[config.mk]
export PLATFORM = sky130hd
export DESIGN_NAME = pcsel_fetch
export DESIGN_NICKNAME = d
export VERILOG_FILES = /design/src/rtl/pcsel_pkg.sv /design/src/rtl/pcsel_guess.sv /design/src/rtl/pcsel_next_reg.sv /design/src/rtl/pcsel_correct.sv /design/src/rtl/pcsel_fetch.sv
export SDC_FILE = /design/constraint.sdc
export NUM_CORES = 1
export LEC_CHECK = 0
export CAP_MARGIN = 15
export CELL_PAD_IN_SITES_DETAIL_PLACEMENT = 1
export CELL_PAD_IN_SITES_GLOBAL_PLACEMENT = 2
export CORE_MARGIN = 2
export CORE_UTILIZATION = 18
export CTS_CLUSTER_DIAMETER = 50
export DETAILED_ROUTE_END_ITERATION = 10
export PLACE_DENSITY_LB_ADDON = 0.1
export SETUP_SLACK_MARGIN = 0.4
export SYNTH_ARGS = -nofsm -noshare
export SYNTH_HDL_FRONTEND = slang
export SYNTH_SLANG_ARGS = --single-unit
export TNS_END_PERCENT = 100
[constraint.sdc]
create_clock -name clk -period 1.9 [get_ports clk]
set_clock_uncertainty 0.1 [all_clocks]
set_input_delay 0.285 -clock clk [delete_from_list [all_inputs] [get_ports clk]]
set_output_delay 0.285 -clock clk [all_outputs]
set_load 0.02 [all_outputs]
[src/rtl/pcsel_pkg.sv]
package pcsel_pkg;

  localparam int IC_W = 4;

  localparam logic [IC_W-1:0] IC_JUMP = 4'h7;
  localparam logic [IC_W-1:0] IC_CALL = 4'h8;
  localparam logic [IC_W-1:0] IC_RET  = 4'h9;

  typedef enum logic {
    GUESS_SEQ,
    GUESS_DEST
  } guess_src_e;

  typedef enum logic [1:0] {
    FSRC_REG,
    FSRC_FALL,
    FSRC_RET
  } fetch_src_e;

  // Static guess: calls and all jumps go to the destination constant.
  function automatic guess_src_e guess_source(input logic [IC_W-1:0] icode);
    guess_src_e src;
    case (icode)
      IC_CALL, IC_JUMP: src = GUESS_DEST;
      default:          src = GUESS_SEQ;
    endcase
    return src;
  endfunction

  // Correction priority: return in write-back, then failed jump in memory.
  function automatic fetch_src_e fetch_source(input logic [IC_W-1:0] w_icode,
                                              input logic [IC_W-1:0] m_icode,
                                              input logic            m_cond);
    fetch_src_e src;
    if (w_icode == IC_RET)
      src = FSRC_RET;
    else if ((m_icode == IC_JUMP) && !m_cond)
      src = FSRC_FALL;
    else
      src = FSRC_REG;
    return src;
  endfunction

endpackage

[src/rtl/pcsel_guess.sv]
module pcsel_guess
  import pcsel_pkg::*;
#(
  parameter int AW = 32
) (
  input  logic [IC_W-1:0] icode_i,
  input  logic [AW-1:0]   seq_pc_i,
  input  logic [AW-1:0]   const_i,
  output logic [AW-1:0]   guess_o
);

  guess_src_e src;

  assign src = guess_source(icode_i);

  always_comb begin
    case (src)
      GUESS_DEST: guess_o = const_i;
      default:    guess_o = seq_pc_i;
    endcase
  end

endmodule

[src/rtl/pcsel_next_reg.sv]
module pcsel_next_reg #(
  parameter int              AW       = 32,
  parameter logic [AW-1:0]   RESET_PC = '0
) (
  input  logic          clk,
  input  logic          rst_n,
  input  logic          hold_i,
  input  logic [AW-1:0] d_i,
  output logic [AW-1:0] q_o
);

  always_ff @(posedge clk or negedge rst_n) begin
    if (!rst_n)
      q_o <= RESET_PC;
    else if (!hold_i)
      q_o <= d_i;
  end

endmodule

[src/rtl/pcsel_correct.sv]
module pcsel_correct
  import pcsel_pkg::*;
#(
  parameter int AW = 32
) (
  input  logic [IC_W-1:0] m_icode_i,
  input  logic            m_cond_i,
  input  logic [AW-1:0]   m_fall_pc_i,
  input  logic [IC_W-1:0] w_icode_i,
  input  logic [AW-1:0]   w_load_val_i,
  input  logic [AW-1:0]   reg_pc_i,
  output logic [AW-1:0]   fetch_pc_o
);

  fetch_src_e src;

  assign src = fetch_source(w_icode_i, m_icode_i, m_cond_i);

  always_comb begin
    case (src)
      FSRC_RET:  fetch_pc_o = w_load_val_i;
      FSRC_FALL: fetch_pc_o = m_fall_pc_i;
      default:   fetch_pc_o = reg_pc_i;
    endcase
  end

endmodule

[src/rtl/pcsel_fetch.sv]
module pcsel_fetch
  import pcsel_pkg::*;
#(
  parameter int AW = 32
) (
  input  logic            clk,
  input  logic            rst_n,
  input  logic            pc_stall_i,
  input  logic [IC_W-1:0] f_icode_i,
  input  logic [AW-1:0]   f_seq_pc_i,
  input  logic [AW-1:0]   f_const_i,
  input  logic [IC_W-1:0] m_icode_i,
  input  logic            m_cond_i,
  input  logic [AW-1:0]   m_fall_pc_i,
  input  logic [IC_W-1:0] w_icode_i,
  input  logic [AW-1:0]   w_load_val_i,
  output logic [AW-1:0]   fetch_pc_o,
  output logic [AW-1:0]   pred_pc_o
);

  localparam logic [AW-1:0] BOOT_PC = '0;

  logic [AW-1:0] pred_q;

  pcsel_guess #(.AW(AW)) guess_i (
    .icode_i  (f_icode_i),
    .seq_pc_i (f_seq_pc_i),
    .const_i  (f_const_i),
    .guess_o  (pred_pc_o)
  );

  pcsel_next_reg #(.AW(AW), .RESET_PC(BOOT_PC)) next_reg_i (
    .clk    (clk),
    .rst_n  (rst_n),
    .hold_i (pc_stall_i),
    .d_i    (pred_pc_o),
    .q_o    (pred_q)
  );

  pcsel_correct #(.AW(AW)) correct_i (
    .m_icode_i    (m_icode_i),
    .m_cond_i     (m_cond_i),
    .m_fall_pc_i  (m_fall_pc_i),
    .w_icode_i    (w_icode_i),
    .w_load_val_i (w_load_val_i),
    .reg_pc_i     (pred_q),
    .fetch_pc_o   (fetch_pc_o)
  );

endmodule

==> out/qor.txt, run 1 <==
outcome -> complete, but fails checks
failing checks -> setup timing
Ports -> 208
CTS clock-pin slew for the worst setup and hold paths -> 0.05 ns
clock root buffer -> clkbuf_16
Fin Hold WS -> 0.3696 ns
DR vias/cell -> 4.803
final wirelength -> 18150 um
CP Max Fanout -> 8
Initial Util -> 18.34%
biggest regs -> next_reg_i.q_o x32
synthesis-to-layout area growth -> 187.8%
Fin. Hold Viols -> 0
antenna violations before repair -> 0
Top reg by flops -> next_reg_i.q_o
chip height -> 133.5 um
Syn. warnings -> 0
fillers -> 1730
DRT iter0 DRCs -> 106
Post-Syn Instances -> 410
Clock Latency Late Sink -> 0.28 ns
Period minus WS final -> 2.067 ns
drt wl/cell -> 19.45 um
Worst EP required -> 1.51 ns
worst IR drop on VDD -> 0.3206 mV
fin area -> 8690 um2
antenna viol nets, final -> 0
Max Fclk -> 483.8 MHz
port buffer count -> 207
H-tree depth -> 2
Rows -> 47
crit end category -> output pin
share of post-route cells with drive strength above 1 -> 53.16%
Final Cycle Share -> 108.8%
DR vias -> 4481
synth unique cells -> 19
Post-Syn Area -> 3019 um2
clk buf depth -> 2
Num CTS Buffers -> 5
HPWL Detailed -> 12850 um
core area -> 16470 um2
Layout Nets -> 857
max reg flops -> 32
non-filler cells, final -> 933
Post-Place Cells -> 888
post-synthesis register bit count -> 32
n_diodes -> 0
TritonCTS clock tree -> built
Worst Tran Pin Value -> 0.5574 ns
residual DRC count -> 0
max_slew headroom -> 62.84%
RePlAce Congestion -> 0.7941
die area -> 17820 um2
chip width -> 133.5 um
grt ovf -> 0
total track usage -> 20.34%
Max Transition Viols Final -> 0
Startpoint Class -> input port
largest net degree at the start of global routing -> 33
Min-Delay Path Class -> input port to flip-flop
vias in the first global route -> 4989
setup violators final -> 38
first-pass GRT wire length -> 28670 um
Final Worst Setup Slack -> -0.1670 ns
Seq/Total Area, Yosys -> 26.52%
DR pass1 iterations -> 4
CTS Sinks -> 32
Setup Crit Path Kind -> input port to output pin
Arrival @ worst endpoint -> 1.68 ns
# Max-Cap Violations -> 0
DP Area -> 7296 um2
Mapped Nets -> 554
P per Cell Area -> 435.5 nW/um2
synthesized area per cell -> 7.364 um2
unrepaired setup endpoints after global routing -> true
leakage power -> 3.465 nW
Yosys cell counts:
cell       instances  area [um2]
nand3_1           64       320.3
o21ai_0           64       320.3
clkbuf_1          37       138.9
nand4b_1          34       297.8
inv_1             33       123.9
a31oi_1           32       200.2
dfrtp_1           32       800.8
nand2_1           32       120.1
nor2_1            32       120.1
o311ai_2          23       374.1
buf_1              7       26.28
o311ai_1           5       43.79
buf_6              4       45.04
o311ai_0           4       35.03
buf_2              3       15.01
and2_1             1       6.260
and4b_1            1       10.01
nand4bb_1          1       11.26
or4b_1             1       10.01
report_power, final:
part           leakage, nW  switching, mW  total (mW)  internal, mW
Combinational         3.00          0.973        2.13          1.16
Clock               0.0760          0.295       0.845         0.550
Sequential           0.391         0.0508       0.811         0.760
Total                 3.46           1.32        3.78          2.47
final timing paths:
path                                                     start                             end  slack, ns  cells past startpoint
max in group asynchronous                                rst_n  next_reg_i.q_o[19]$_DFFE_PN0N_       0.69                      3
worst max-delay path                              f_icode_i[1]                   pred_pc_o[23]      -0.17                      7
worst min register to register  next_reg_i.q_o[26]$_DFFE_PN0N_  next_reg_i.q_o[26]$_DFFE_PN0N_       0.40                      2
worst max register to register  next_reg_i.q_o[20]$_DFFE_PN0N_  next_reg_i.q_o[20]$_DFFE_PN0N_       1.03                      2
min in group asynchronous                                rst_n  next_reg_i.q_o[18]$_DFFE_PN0N_       0.43                      2
worst min-delay path                                pc_stall_i  next_reg_i.q_o[19]$_DFFE_PN0N_       0.37                      3
layout make-up:
cell class                 count  area [um2]  share of cell area [%]
timing repair buffer         347        3795                   43.67
sequential                    32       800.8                   9.215
inverter                      33       126.4                   1.454
clock buffer                   7       152.6                   1.757
multi-input combinational    294        3540                   40.73
tap                          220       275.3                   3.168
routing by layer:
layer  up-vias  part of all wire [%]  GRT usage [%]
li1       2140                     -              -
met1      2198                    42          25.55
met2       133                    52          36.86
met3        10                   4.7          3.311
met4         0                   1.1          3.842
met5         -                     0              0
critical path: stages:
cell	delay, ns
buf_6	0.09
or4b_4	0.53
and2_4	0.19
buf_12	0.14
buf_16	0.16
o21ai_4	0.14
buf_6	0.13
logic make-up after synthesis:
| family | count (synthesis) | share of synthesized area, % |
|---|---|---|
| AND/OR/NAND/NOR | 166 | 29.67 |
| AO/OA/AOI/OAI | 128 | 32.24 |
| buffers and inverters | 84 | 11.56 |
| flip-flops | 32 | 26.52 |
per-stage QoR:
stage	setup TNS (ns)	util, %	total power, mW	worst slack, ns
6_report	-4.081	52.77	3.785	-0.1670
3_3_place_gp	-71.25	44.31	2.578	-1.031
2_1_floorplan	0	-	1.697	0.01683
3_5_place_dp	-73.66	44.31	2.611	-1.069
5_1_grt	-5.289	52.77	3.959	-0.1981
4_1_cts	-4.065	51.24	3.724	-0.1687
layout by cell type (no fill, tap or decap):
master and instances:
clkdlybuf4s50_1 128, buf_6 85, buf_4 83, nand4b_1 34
inv_1 32, o21ai_4 32, nand2_1 32, dfrtp_1 32
nand3_4 30, a31oi_4 30, o311ai_4 29, o21ai_1 26
buf_12 25, nand3_1 24, nor2_1 20, nor2_2 12
buf_16 11, nand3_2 10, buf_2 8, clkbuf_16 5
o21ai_0 4, buf_8 4, o311ai_2 3, o21ai_2 2
a31oi_2 2, clkbuf_8 2, nand4bb_4 1, inv_4 1
and4b_4 1, or4b_4 1, and2_4 1, dlygate4sd3_1 1
clkdlybuf4s15_2 1, dlygate4sd2_1 1
what timing repair did:
item | CTS | global route
setup buffers | 25 | 3
hold buffers | 1 | 0
cloned | 9 | 0
endpoints found under the setup margin | 96 | 96
gates resized for setup | 543 | 38
endpoints found under the hold margin | 20 | 0
pin swaps | 18 | 25
Note: power is estimated with default switching activity, not from simulation.
==> run 2, diff against run 1 <==
--- a/config.mk
+++ b/config.mk
@@ -12,7 +12,7 @@
 export CORE_UTILIZATION = 18
 export CTS_CLUSTER_DIAMETER = 50
 export DETAILED_ROUTE_END_ITERATION = 10
-export PLACE_DENSITY_LB_ADDON = 0.1
+export PLACE_DENSITY = 0.95
 export SETUP_SLACK_MARGIN = 0.4
 export SYNTH_ARGS = -nofsm -noshare
 export SYNTH_HDL_FRONTEND = slang
==> out/qor.txt, run 2 (synthesis gave the netlist of run 1 again) <==
Period minus WS final -> 2.094 ns (+0.02654 ns)
Initial Util -> 18.34% (unchanged)
clock network power share -> 20.9% (-1.4 points)
R2R setup slack -> 0.97 ns (-0.06 ns)
Ports -> 208 (unchanged)
DRT iter0 DRCs -> 172 (+62%)
max reg flops -> 32 (unchanged)
share of post-route cells with drive strength above 1 -> 55.82% (+2.7 points)
Layout Nets -> 856 (-0.12%)
CP max-delay cell -> or4b_4
Rows -> 47 (unchanged)
DP Area -> 7218 um2 (-1.1%)
Clock Latency Late Sink -> 0.28 ns (about the same)
part of the power in combinational logic -> 57.2% (+0.9 points)
CTS clock-pin slew for the worst setup and hold paths -> 0.05 ns (about the same)
P per Cell Area -> 439.7 nW/um2 (+0.95%)
crit end category -> output pin
drt wl/cell -> 22.89 um (+18%)
largest net degree at the start of global routing -> 42 (+27%)
chip width -> 133.5 um (unchanged)
DR pass1 iterations -> 4 (unchanged)
unrepaired setup endpoints after global routing -> true
Levels on crit path -> 7 (unchanged)
max_slew headroom -> 46.37% (-16 points)
Critical Path Most Common Cell -> buf_6
CTS Sinks -> 32 (unchanged)
Setup Crit Path Kind -> input port to output pin
die area -> 17820 um2 (unchanged)
commonest non-fill, non-tap cell in the layout -> clkdlybuf4s50_1
Fin Hold WS -> -0.005059 ns (-0.3747 ns)
Final Worst Setup Slack -> -0.1935 ns (-0.02654 ns)
clock root buffer -> clkbuf_16
core area -> 16470 um2 (unchanged)
Num CTS Buffers -> 5 (unchanged)
n_diodes -> 0 (unchanged)
fin area -> 8870 um2 (+2.1%)
final wirelength -> 21360 um (+18%)
Worst Reg-to-Reg Cells -> 2 (unchanged)
Min-Delay Path Class -> input port to asynchronous set/reset pin
Worst EP required -> 1.51 ns (about the same)
Top delay family on crit path -> simple AND/OR/NAND/NOR gates
outcome -> complete, but fails checks
NetSw -> 1.425 mW (+8.1%)
H-tree depth -> 2 (unchanged)
setup violators final -> 38 (unchanged)
Max Fclk -> 477.7 MHz (-1.3%)
Final Cycle Share -> 110.2% (+1.4 points)
residual DRC count -> 0 (unchanged)
biggest regs -> next_reg_i.q_o x32
failing checks -> hold timing, setup timing
Sw Share -> 36.55% (+1.7 points)
port buffer count -> 207 (unchanged)
worst IR drop on VDD -> 0.2829 mV (-12%)
sequential power share -> 21.9% (+0.5 points)
Worst Tran Pin Value -> 0.8045 ns (+0.2470 ns)
synthesis-to-layout area growth -> 193.8%
Fin. Hold Viols -> 3 (+3)
CTS Hold Bufs -> 0 (-1)
antenna viol nets, final -> 0 (unchanged)
critical path's largest stage delay -> 0.54 ns (about the same)
DR vias/cell -> 4.991 (+3.9%)
first-pass GRT wire length -> 31010 um (+8.2%)
leakage power -> 3.536 nW (+2.1%)
total track usage -> 22.69% (+2.4 points)
R2R Path Start -> next_reg_i.q_o[24]$_DFFE_PN0N_
Arrival @ worst endpoint -> 1.71 ns (+0.03 ns)
Startpoint Class -> input port
leading cell types in the layout, fill and taps excluded -> clkdlybuf4s50_1, buf_4, buf_6, o21ai_4, nand4b_1
Post-Place Cells -> 881 (-0.79%)
non-filler cells, final -> 933 (unchanged)
# Max-Cap Violations -> 0 (unchanged)
vias in the first global route -> 5137 (+3.0%)
FF-to-FF End -> next_reg_i.q_o[24]$_DFFE_PN0N_
CP Max Fanout -> 7 (-1)
RePlAce Congestion -> 0.8060 (+1.5%)
chip height -> 133.5 um (unchanged)
Top reg by flops -> next_reg_i.q_o
clk buf depth -> 2 (unchanged)
antenna violations before repair -> 0 (unchanged)
Int Power -> 2.475 mW (+0.36%)
HPWL Detailed -> 14260 um (+11%)
Buffers & Inverters on Critical Path -> 4 (unchanged)
Critical Path, Cell by Cell -> buf_6 > or4b_4 > and2_4 > buf_4 > buf_12 > o21ai_4 > buf_6
pre-CTS setup slack -> -1.082 ns (-0.01304 ns)
TritonCTS clock tree -> built
DR vias -> 4657 (+3.9%)
grt ovf -> 0 (unchanged)
Max Transition Viols Final -> 0 (unchanged)
[run 2: cell count changes in the layout (fill, tap and decap cells not counted), moves of 3 or more]
cell / before / now
buf_16: 11 / 16
buf_4: 83 / 87
nand3_1: 24 / 20
o21ai_1: 26 / 9
buf_6: 85 / 80
o21ai_4: 32 / 39
buf_12: 25 / 20
nor2_2: 12 / 7
o21ai_0: 4 / 1
o21ai_2: 2 / 15
nor2_1: 20 / 25
[run 2: worst max path at each step]
| stage | startpoint | endpoint |
|---|---|---|
| floorplan | f_icode_i[1] | pred_pc_o[10] |
| global placement | f_icode_i[1] | pred_pc_o[10] |
| detailed placement | f_icode_i[1] | pred_pc_o[9] |
| CTS | f_icode_i[0] | pred_pc_o[8] |
| global route | f_icode_i[0] | pred_pc_o[28] |
| finish | f_icode_i[0] | pred_pc_o[9] |
[run 2: worst reg2reg max path, cell delays in order (launching register included)]
cell and delay [ns]:
dfrtp_1 0.44, nand2_1 0.15, o311ai_4 0.11
[run 2: per-layer routing]
metal | global-route usage [%] | wire (um) | up-vias
met1 | 26.04 | 8033 | 2329
met2 | 44.53 | 11940 | 164
met3 | 2.892 | 1006 | 26
li1 | - | - | 2138
met5 | 0 | 0 | -
met4 | 4.728 | 384 | 0
[run 2: repair_timing]
item                       in CTS  in global routing
cloned                         15                  2
gates resized for setup       553                 54
buffers inserted               16                 11
pin swaps                      54                 12
setup endpoints to repair      96                 96
[run 2: cell type report]
cell class | count | area, um2
tap | 220 | 275.3
fill | 1688 | 7596
sequential | 32 | 800.8
inverter | 33 | 126.4
multi-input combinational | 294 | 3710
timing repair buffer | 346 | 3811
clock buffer | 8 | 146.4
[run 2: power groups by stage]
stage	Sequential, mW	Clock, mW	Combinational [mW]
after floorplan	0.796	0	0.902
after global placement	0.839	0	1.73
after detailed placement	0.844	0	1.79
after CTS	0.844	0.828	2.08
after global routing	0.862	0.858	2.33
final	0.853	0.815	2.23
[run 2: stage by stage]
step / power, mW / utilization, % / TNS [ns]
5_1_grt: 4.049 / 53.87 / -6.315
3_5_place_dp: 2.635 / 43.84 / -74.34
2_1_floorplan: 1.697 / - / 0
6_report: 3.900 / 53.87 / -5.259
4_1_cts: 3.756 / 51.22 / -3.887
3_3_place_gp: 2.565 / 43.84 / -70.87
